$ cat src/rtl/acsu_pkg.sv
package acsu_pkg;
  localparam int unsigned OPW = 3;
  localparam logic [OPW-1:0] OP_LOAD = 3'd0;
  localparam logic [OPW-1:0] OP_ADD  = 3'd1;
  localparam logic [OPW-1:0] OP_SUB  = 3'd2;
  localparam logic [OPW-1:0] OP_SHL  = 3'd3;
  localparam logic [OPW-1:0] OP_SLC  = 3'd4;

  typedef enum logic {ST_IDLE, ST_SHIFT} acsu_state_e;
endpackage

$ cat src/rtl/acsu_rst_sync.sv
module acsu_rst_sync (
  input  logic clk,
  input  logic rst_n,
  output logic rst_sn
);
  logic [1:0] sync_q;

  always_ff @(posedge clk or negedge rst_n) begin
    if (!rst_n) sync_q <= 2'b00;
    else        sync_q <= {sync_q[0], 1'b1};
  end

  assign rst_sn = sync_q[1];
endmodule

$ cat src/rtl/acsu_addsub.sv
module acsu_addsub #(
  parameter int unsigned W = 16
) (
  input  logic [W-1:0] a_i,
  input  logic [W-1:0] b_i,
  input  logic         sub_i,
  output logic [W-1:0] sum_o,
  output logic         cout_o,
  output logic         vflag_o
);
  logic [W:0] ext;

  always_comb begin
    if (sub_i) ext = {1'b0, a_i} - {1'b0, b_i};
    else       ext = {1'b0, a_i} + {1'b0, b_i};
  end

  assign sum_o  = ext[W-1:0];
  // for subtraction the extra bit is the borrow
  assign cout_o = ext[W];

  always_comb begin
    if (sub_i) vflag_o = (a_i[W-1] != b_i[W-1]) && (ext[W-1] != a_i[W-1]);
    else       vflag_o = (a_i[W-1] == b_i[W-1]) && (ext[W-1] != a_i[W-1]);
  end
endmodule

$ cat src/rtl/acsu_shift_step.sv
module acsu_shift_step #(
  parameter int unsigned W  = 16,
  parameter int unsigned CW = 6
) (
  input  logic [W-1:0]  acc_i,
  input  logic [CW-1:0] cnt_i,
  input  logic          count_mode_i,
  output logic [W-1:0]  acc_o,
  output logic [CW-1:0] cnt_o,
  output logic          carry_o,
  output logic          finish_o
);
  localparam logic [CW-1:0] ONE = CW'(1);

  always_comb begin
    if (count_mode_i && acc_i[W-1]) begin
      // leading one already in the sign position: stop here
      acc_o    = acc_i;
      cnt_o    = cnt_i;
      carry_o  = 1'b1;
      finish_o = 1'b1;
    end else begin
      acc_o    = {acc_i[W-2:0], 1'b0};
      cnt_o    = cnt_i - ONE;
      carry_o  = count_mode_i ? 1'b0 : acc_i[W-1];
      finish_o = (cnt_i == ONE);
    end
  end
endmodule

$ cat src/rtl/acc_shift_unit.sv
module acc_shift_unit
  import acsu_pkg::*;
#(
  parameter int unsigned W  = 16,
  parameter int unsigned CW = 6
) (
  input  logic          clk,
  input  logic          rst_n,
  input  logic          start_i,
  input  logic [2:0]    op_i,
  input  logic [W-1:0]  operand_i,
  input  logic [CW-1:0] count_i,
  input  logic          ovf_clr_i,
  output logic [W-1:0]  acc_o,
  output logic          carry_o,
  output logic          ovf_o,
  output logic [CW-1:0] count_o,
  output logic          done_o
);
  localparam logic [CW-1:0] CNT_ZERO = '0;

  logic          rst_sn;
  acsu_state_e   st_q, st_d;
  logic [W-1:0]  acc_q, acc_d;
  logic [CW-1:0] cnt_q, cnt_d;
  logic          c_q, c_d, v_q, v_d, mode_q, mode_d, done_q, done_d;
  logic          ovf_set;

  logic [W-1:0]  as_sum;
  logic          as_c, as_v;
  logic [W-1:0]  sh_acc;
  logic [CW-1:0] sh_cnt;
  logic          sh_c, sh_fin;

  acsu_rst_sync u_rst (
    .clk    (clk),
    .rst_n  (rst_n),
    .rst_sn (rst_sn)
  );

  acsu_addsub #(.W(W)) u_addsub (
    .a_i     (acc_q),
    .b_i     (operand_i),
    .sub_i   (op_i == OP_SUB),
    .sum_o   (as_sum),
    .cout_o  (as_c),
    .vflag_o (as_v)
  );

  acsu_shift_step #(.W(W), .CW(CW)) u_step (
    .acc_i        (acc_q),
    .cnt_i        (cnt_q),
    .count_mode_i (mode_q),
    .acc_o        (sh_acc),
    .cnt_o        (sh_cnt),
    .carry_o      (sh_c),
    .finish_o     (sh_fin)
  );

  always_comb begin
    st_d    = st_q;
    acc_d   = acc_q;
    cnt_d   = cnt_q;
    c_d     = c_q;
    mode_d  = mode_q;
    done_d  = 1'b0;
    ovf_set = 1'b0;
    unique case (st_q)
      ST_IDLE: begin
        if (start_i) begin
          mode_d = (op_i == OP_SLC);
          case (op_i)
            OP_LOAD: begin
              acc_d  = operand_i;
              done_d = 1'b1;
            end
            OP_ADD, OP_SUB: begin
              acc_d   = as_sum;
              c_d     = as_c;
              ovf_set = as_v;
              done_d  = 1'b1;
            end
            OP_SHL, OP_SLC: begin
              cnt_d = count_i;
              if (count_i == CNT_ZERO) done_d = 1'b1;
              else                     st_d   = ST_SHIFT;
            end
            default: done_d = 1'b1;
          endcase
        end
      end
      ST_SHIFT: begin
        acc_d = sh_acc;
        cnt_d = sh_cnt;
        c_d   = sh_c;
        if (sh_fin) begin
          st_d   = ST_IDLE;
          done_d = 1'b1;
        end
      end
      default: st_d = ST_IDLE;
    endcase
    v_d = ovf_set | (v_q & ~ovf_clr_i);
  end

  always_ff @(posedge clk or negedge rst_sn) begin
    if (!rst_sn) begin
      st_q   <= ST_IDLE;
      acc_q  <= '0;
      cnt_q  <= '0;
      c_q    <= 1'b0;
      v_q    <= 1'b0;
      mode_q <= 1'b0;
      done_q <= 1'b0;
    end else begin
      st_q   <= st_d;
      acc_q  <= acc_d;
      cnt_q  <= cnt_d;
      c_q    <= c_d;
      v_q    <= v_d;
      mode_q <= mode_d;
      done_q <= done_d;
    end
  end

  assign acc_o   = acc_q;
  assign carry_o = c_q;
  assign ovf_o   = v_q;
  assign count_o = cnt_q;
  assign done_o  = done_q;
endmodule

$ cat config.mk
export PLATFORM = sky130hd
export DESIGN_NAME = acc_shift_unit
export DESIGN_NICKNAME = d
export VERILOG_FILES = /design/src/rtl/acsu_pkg.sv /design/src/rtl/acsu_rst_sync.sv /design/src/rtl/acsu_addsub.sv /design/src/rtl/acsu_shift_step.sv /design/src/rtl/acc_shift_unit.sv
export SDC_FILE = /design/constraint.sdc
export NUM_CORES = 1
export LEC_CHECK = 0
export ABC_CLOCK_PERIOD_IN_PS = 1100
export BUFFER_PORTS_ARGS = -buffer_cell sky130_fd_sc_hd__buf_2
export CAP_MARGIN = 20
export CORE_MARGIN = 2
export CORE_UTILIZATION = 40
export CTS_CLUSTER_DIAMETER = 50
export DETAILED_ROUTE_END_ITERATION = 8
export GPL_ROUTABILITY_DRIVEN = 0
export PLACE_DENSITY = 0.62
export SLEW_MARGIN = 0
export SYNTH_ARGS = -nofsm -noshare
export SYNTH_HDL_FRONTEND = slang
export SYNTH_SLANG_ARGS = --single-unit
$ cat constraint.sdc
create_clock -name clk -period 1.1 [get_ports clk]
set_clock_uncertainty 0.05 [all_clocks]
set_input_delay 0.055 -clock clk [delete_from_list [all_inputs] [get_ports clk]]
set_output_delay 0.055 -clock clk [all_outputs]
set_load 0.02 [all_outputs]
Yosys cells after proc, flatten, opt, wreduce, memory -nomap -nowiden
Cells that the tools add are included.
{ "totals": {"word_cells": 68, "ff_bits": 29, "input_bits": 29, "output_inout_bits": 25} }
{ "classes": {"n_mux": 29, "reduce_logical": 11, "n_eq_ne": 13, "bitwise": 4, "addsub": 3} }
{ "ops": {"columns": ["cell", "count"], "rows": [
  ["$pmux 16 s2", 2],
  ["$mux 16", 2],
  ["$mux 6", 3],
  ["$add 16x16->17", 1],
  ["$mux 1", 17],
  ["$mux 17", 1],
  ["$sub 16x16->17", 1],
  ["$pmux 6 s2", 1],
  ["$eq 3x2->1 const B", 2],
  ["$eq 6x1->1 const B", 1],
  ["$logic_not 6->1", 1],
  ["$pmux 1 s2", 3],
  ["$reduce_and 3->1", 2],
  ["$sub 6x1->6 const B", 1],
  ["$ne 2x1->1 const B", 2],
  ["$ne 2x2->1 const B", 2],
  ["$reduce_and 2->1", 2],
  ["$reduce_or 2->1", 2],
  ["$eq 3x1->1 const B", 1],
  ["$eq 3x3->1 const B", 1],
  ["$logic_and 1x1->1", 3],
  ["$logic_not 3->1", 1],
  ["$ne 3x1->1 const B", 1],
  ["$ne 1x1->1", 2],
  ["4 further kinds", 5]
]} }

Logic depth before layout (Yosys ltp)
{ "depth": {"depth_word": 9, "ltp_mapped": 12, "depth_no_buf": 12} }

By module
A second synthesis with hierarchy kept.
{ "hier_totals": {"cells_unflattened": 382, "hier_area_um2": 3171.8} }
{ "modules_own_cells": {"columns": ["module", "cells_each", "instances", "area_each_um2", "seq_area_each_um2"], "rows": [
  ["acc_shift_unit", 177, 1, 1606.5, 675.6],
  ["acsu_addsub", 163, 1, 1127.3, 0.0],
  ["acsu_shift_step", 39, 1, 384.1, 0.0],
  ["acsu_rst_sync", 3, 1, 53.8, 50.0]
]} }

Worst setup path before layout
No wires, ideal clock.
{ "synth_timing": {"path_kind": "input-to-reg", "from": "input op_i[2]", "to": "register acc_q[13] (netlist: acc_o[13])", "path_buffers": 1, "t_arrival_ns": 2.493, "required_ns": 0.919, "path_stages": 10, "setup_ns": 0.131, "slack_ns": -1.575, "path_cell_list": "or3b_2 clkbuf_1 a21oi_1 ha_1 nor2b_1 o31ai_1 a31oi_1 nor4b_1 mux2i_1 nand2_1"} }
{ "synth_between": {"elab_chain_len": 5, "word_cells_on_any_way": 10, "cone_classes": "eq/ne: 3; mux: 4; reduce/logical: 3"} }
{ "synth_rtl": {"columns": ["item", "line", "rtl"], "rows": [
  ["start: declaration", "acc_shift_unit.sv:10", "input logic [2:0] op_i,"],
  ["$eq 3x2->1 / $eq 3x1->1 (equally long branches)", "acc_shift_unit.sv:44, acc_shift_unit.sv:72", null],
  ["$mux 17 / $reduce_or 2->1 (equally long branches)", "acsu_addsub.sv:14, acc_shift_unit.sv:72", null],
  ["$pmux 16 s2", "acc_shift_unit.sv:72", "case (op_i)"],
  ["$mux 16", "acc_shift_unit.sv:70", "if (start_i) begin"],
  ["$pmux 16 s2", "acc_shift_unit.sv:68", "unique case (st_q)"],
  ["end signal: assignment", "acc_shift_unit.sv:109", "acc_q <= '0;"],
  ["end signal: assignment", "acc_shift_unit.sv:117", "acc_q <= acc_d;"],
  ["end: declaration", "acc_shift_unit.sv:24", "logic [W-1:0] acc_q, acc_d;"]
]} }
Several ways; a longest one is shown, not always the timed one. The select of a mux whose other input is x is not followed.
A chain may end at the register's enable or synchronous reset.

Worst setup path in the final report
{ "layout_timing": {"from": "register acc_q[0] (netlist: acc_o[0])", "to": "register acc_q[14] (netlist: acc_o[14])"} }
{ "layout_between": {"elab_chain_len": 5, "word_cells_on_any_way": 6, "cone_classes": "add/sub: 2; mux: 4"} }
{ "layout_rtl": {"columns": ["item", "line", "rtl"], "rows": [
  ["$add 16x16->17 / $sub 16x16->17 (equally long branches)", "acsu_addsub.sv:15, acsu_addsub.sv:14", null],
  ["$mux 17 (*)", "acsu_addsub.sv:14", "if (sub_i) ext = {1'b0, a_i} - {1'b0, b_i};"],
  ["$pmux 16 s2 (*)", "acc_shift_unit.sv:72", null],
  ["$mux 16 (*)", "acc_shift_unit.sv:70", null],
  ["$pmux 16 s2 (*)", "acc_shift_unit.sv:68", null]
]} }
Every way passes the cells marked *; elsewhere a longest branch is shown, timed or not. The select of a mux whose other input is x is not followed.

==> impl_results.md <==
* Outcome: finished, violations left
* Failing checks: negative setup slack
* Initial Util at 0.420
* Final-stage net count at 567
* Seq/Total Area, Yosys at 0.269
* Synth Area in Compound Gates at 0.300
* Post-synth EDFFs at 0
* Main combinational cell family by area after synthesis: compound AO/OA/AOI/OAI gates
* Synthesized instance count at 332
* Fin worst setup slack at -1.35 ns
* Wire per inst at 19.0 µm
* Synth Flop Type: dfrtp_1
* Fin crit share at 2.23
* Cells on worst reg2reg path at 10
* First DRT Iteration DRCs at 222
* Area of the core at 6420 µm²
* Vias in the first global route at 3379
* Flop2flop setup slack at -1.35 ns
* Post-synthesis xor/xnor area fraction at 0.0843
* RSZ-0062 raised after global routing: yes
* Cells after DPL at 565
* Worst reg2reg startpoint: acc_o[0]$_DFFE_PN0P_
* CTS tree: yes
* # fillers at 434
* Finished Layout Cells at 596
* Synth Area in Adders at 0.0955
* Initial antenna violation count at 0
* Post-synthesis mux area share at 0.0185
* Max-Cap Viols at 0
* Distinct cells, synth at 59
* Fin Setup TNS at -21.05 ns
* I/O Buffers at 53
* Row count at 29
* Worst setup EP type: flip-flop
* First-pass GRT wire length at 16300 µm
* Syn_nets at 381
* Leakage at 2.20 nW
* DRC at 0
* Synth top area share at 0.269
* Hold slack at 0.00585 ns
* Peak supply drop at 1.67 mV
* Clk Tree Root Cell: clkbuf_8
* Worst Hold Class: in2async
* WL final at 11300 µm
* Cts bufs inserted at 5
* CP Class: reg2reg
* Simple-Gate Fraction of Synth Area at 0.202
* Pre-CTS setup slack at -1.65 ns
* CP required at 1.21 ns
* Final setup fails at 27
* Crit path DAT at 2.57 ns
* Final Hold Fails at 0
* Worst-skew pair later-pin latency at 0.30 ns
* Max Fclk at 0.408 GHz
* Die Width at 86.2 µm
* Reg clk slew, reported paths at 0.07 ns
* Reg-to-Reg End: acc_o[14]$_DFFE_PN0P_
* Total grt overflow at 0
* Syn. warnings at 0
* Cell taking the most area after synthesis: dfrtp_1
* Layout cells sized above 1 at 0.524
* CTS Sinks at 29
* Die area at 7420 µm²
* Pwr per Cell Area at 2850 nW/µm²
* Detailed-route via count at 3598
* Async SR Flop Fraction at 1.00
* Mapped cell area at 2700 µm²
* Register bit total from synthesis at 29
* Fin. max-slew vios at 0
* Min cycle time layout at 2.45 ns
* Vias/cell at 6.04
* Largest net degree at the start of global routing at 18
* ANT cells at 0
* Top cells by area, synth: dfrtp_1 (27%), ha_1 (8.8%), a21oi_1 (7.4%)
* Number of I/O pins at 54
* DP HPWL at 7390 µm
* Max Root-Sink Buffers at 2
* Area delta synth->final at 80.0%
* Setup crit start kind: flip-flop
* Pre-Repair DR Iteration Count at 5
* Die Y at 86.2 µm
* GRT Total Usage at 0.280
* Peak fanout along the critical path at 3
* Syn avg cell area at 8.13 µm²
* Htree depth at 2
* Remaining antenna violation count after routing at 0
* Total power at 13.8 mW
==> cells in the final DEF, fill, tap and decap left out, types with 8 or more instances in the layout <==
cell     instances
ha_1            16
buf_4          105
dfrtp_1         26
buf_2           30
xnor2_1         10
o21ai_0         11
buf_6           49
a21oi_2         13
a21o_1           8
a21oi_1         24
nand3_1         11
o21ai_1         10
xor2_1          13
nor2_1          18
nand2_1         24
==> stage by stage <==
stage / instance area (µm²) / util
CTS: 4480 / 0.698
global placement: 4030 / 0.628
floorplan: 2890 / -
global route: 4860 / 0.757
detailed placement: 4030 / 0.628
finish: 4860 / 0.757
==> flip-flops by register name (all words and copies together), names as in the netlist <==
name and cells:
mode_q 1, carry_o 1, ovf_o 1, done_o 1
u_rst.sync_q 2, acc_o 16, count_o 6, st_q 1
==> per-layer routing <==
layer | global-route usage | routed length, µm | up-vias
li1 | - | - | 1623
met1 | 0.362 | 4530 | 1759
met2 | 0.476 | 5700 | 174
met3 | 0.0443 | 720 | 42
met4 | 0.0938 | 375 | 0
met5 | 0 | 0 | -
==> timing repair <==
action                     CTS  global route
pin swaps                   37            23
hold buffers                 3             0
setup buffers                7            24
setup endpoints to repair   32            44
cloned                       1             0
hold endpoints to repair     4             0
resized for setup           64            77
==> cells in the mapped netlist (2+ instances only) <==
cell type and instances:
a21oi_1 40, nand2_1 30, dfrtp_1 29, o21ai_0 24
nor2_1 22, ha_1 19, xnor2_1 13, xor2_1 13
nand3_1 12, inv_1 10, clkbuf_1 9, a21o_1 8
o22ai_1 8, nor3_1 6, o31ai_1 6, mux2i_1 5
a211oi_1 4, nand2b_1 4, nor3b_1 4, o211ai_1 4
o21a_1 4, o221ai_1 4, nand3b_1 3, nor2b_1 3
o21bai_1 3, o32a_1 3, or3_1 3, a31oi_1 2
and2_1 2, and3_1 2, buf_2 2, nor4_1 2
o41ai_1 2, or3b_2 2
==> worst max-delay path, stage by stage, from the launching register on <==
cell and delay [ns]:
dfrtp_1 0.41, inv_2 0.08, ha_4 0.15, inv_4 0.04, fa_2 0.37, a211oi_2 0.27
o211ai_1 0.25, a41oi_2 0.31, a21oi_2 0.09, xnor2_1 0.17, o221ai_1 0.13
==> kinds of logic after synthesis <==
| logic type | after synthesis |
|---|---|
| DFF | 29 |
| xor gates and xnor gates | 26 |
| muxes | 5 |
| and+or+nand+nor | 105 |
| buffers and inverters | 21 |
| other | 1 |
| adders and majority gates | 20 |
| AOI/OAI and AO/OA | 125 |
==> worst max path at each step <==
stage / from / to / slack (ns) / depth (start not counted)
6_report: acc_o[0]$_DFFE_PN0P_ / acc_o[14]$_DFFE_PN0P_ / -1.35 / 10
5_1_grt: acc_o[0]$_DFFE_PN0P_ / acc_o[14]$_DFFE_PN0P_ / -1.43 / 10
4_1_cts: acc_o[0]$_DFFE_PN0P_ / acc_o[14]$_DFFE_PN0P_ / -1.20 / 10
3_5_place_dp: operand_i[8] / ovf_o$_DFF_PN0_ / -1.65 / 12
3_3_place_gp: operand_i[4] / acc_o[14]$_DFFE_PN0P_ / -1.54 / 12
2_1_floorplan: operand_i[8] / ovf_o$_DFF_PN0_ / -1.24 / 11
==> report_power, final <==
part	internal [mW]	switching, mW	leakage (nW)	total (mW)
Combinational	5.25	5.24	1.80	10.5
Clock	0.901	0.507	0.0681	1.41
Sequential	1.54	0.409	0.333	1.95
==> cell type report <==
class | count | area [µm²] | area share
clock buffer | 5 | 68.8 | 0.0142
clock inverter | 3 | 65.1 | 0.0134
inverter | 10 | 40.0 | 0.00824
multi-input combinational | 283 | 2310 | 0.474
sequential | 29 | 729 | 0.150
tap | 77 | 96.3 | 0.0198
timing repair buffer | 189 | 1560 | 0.320
Power figures use the tool's default switching activity.
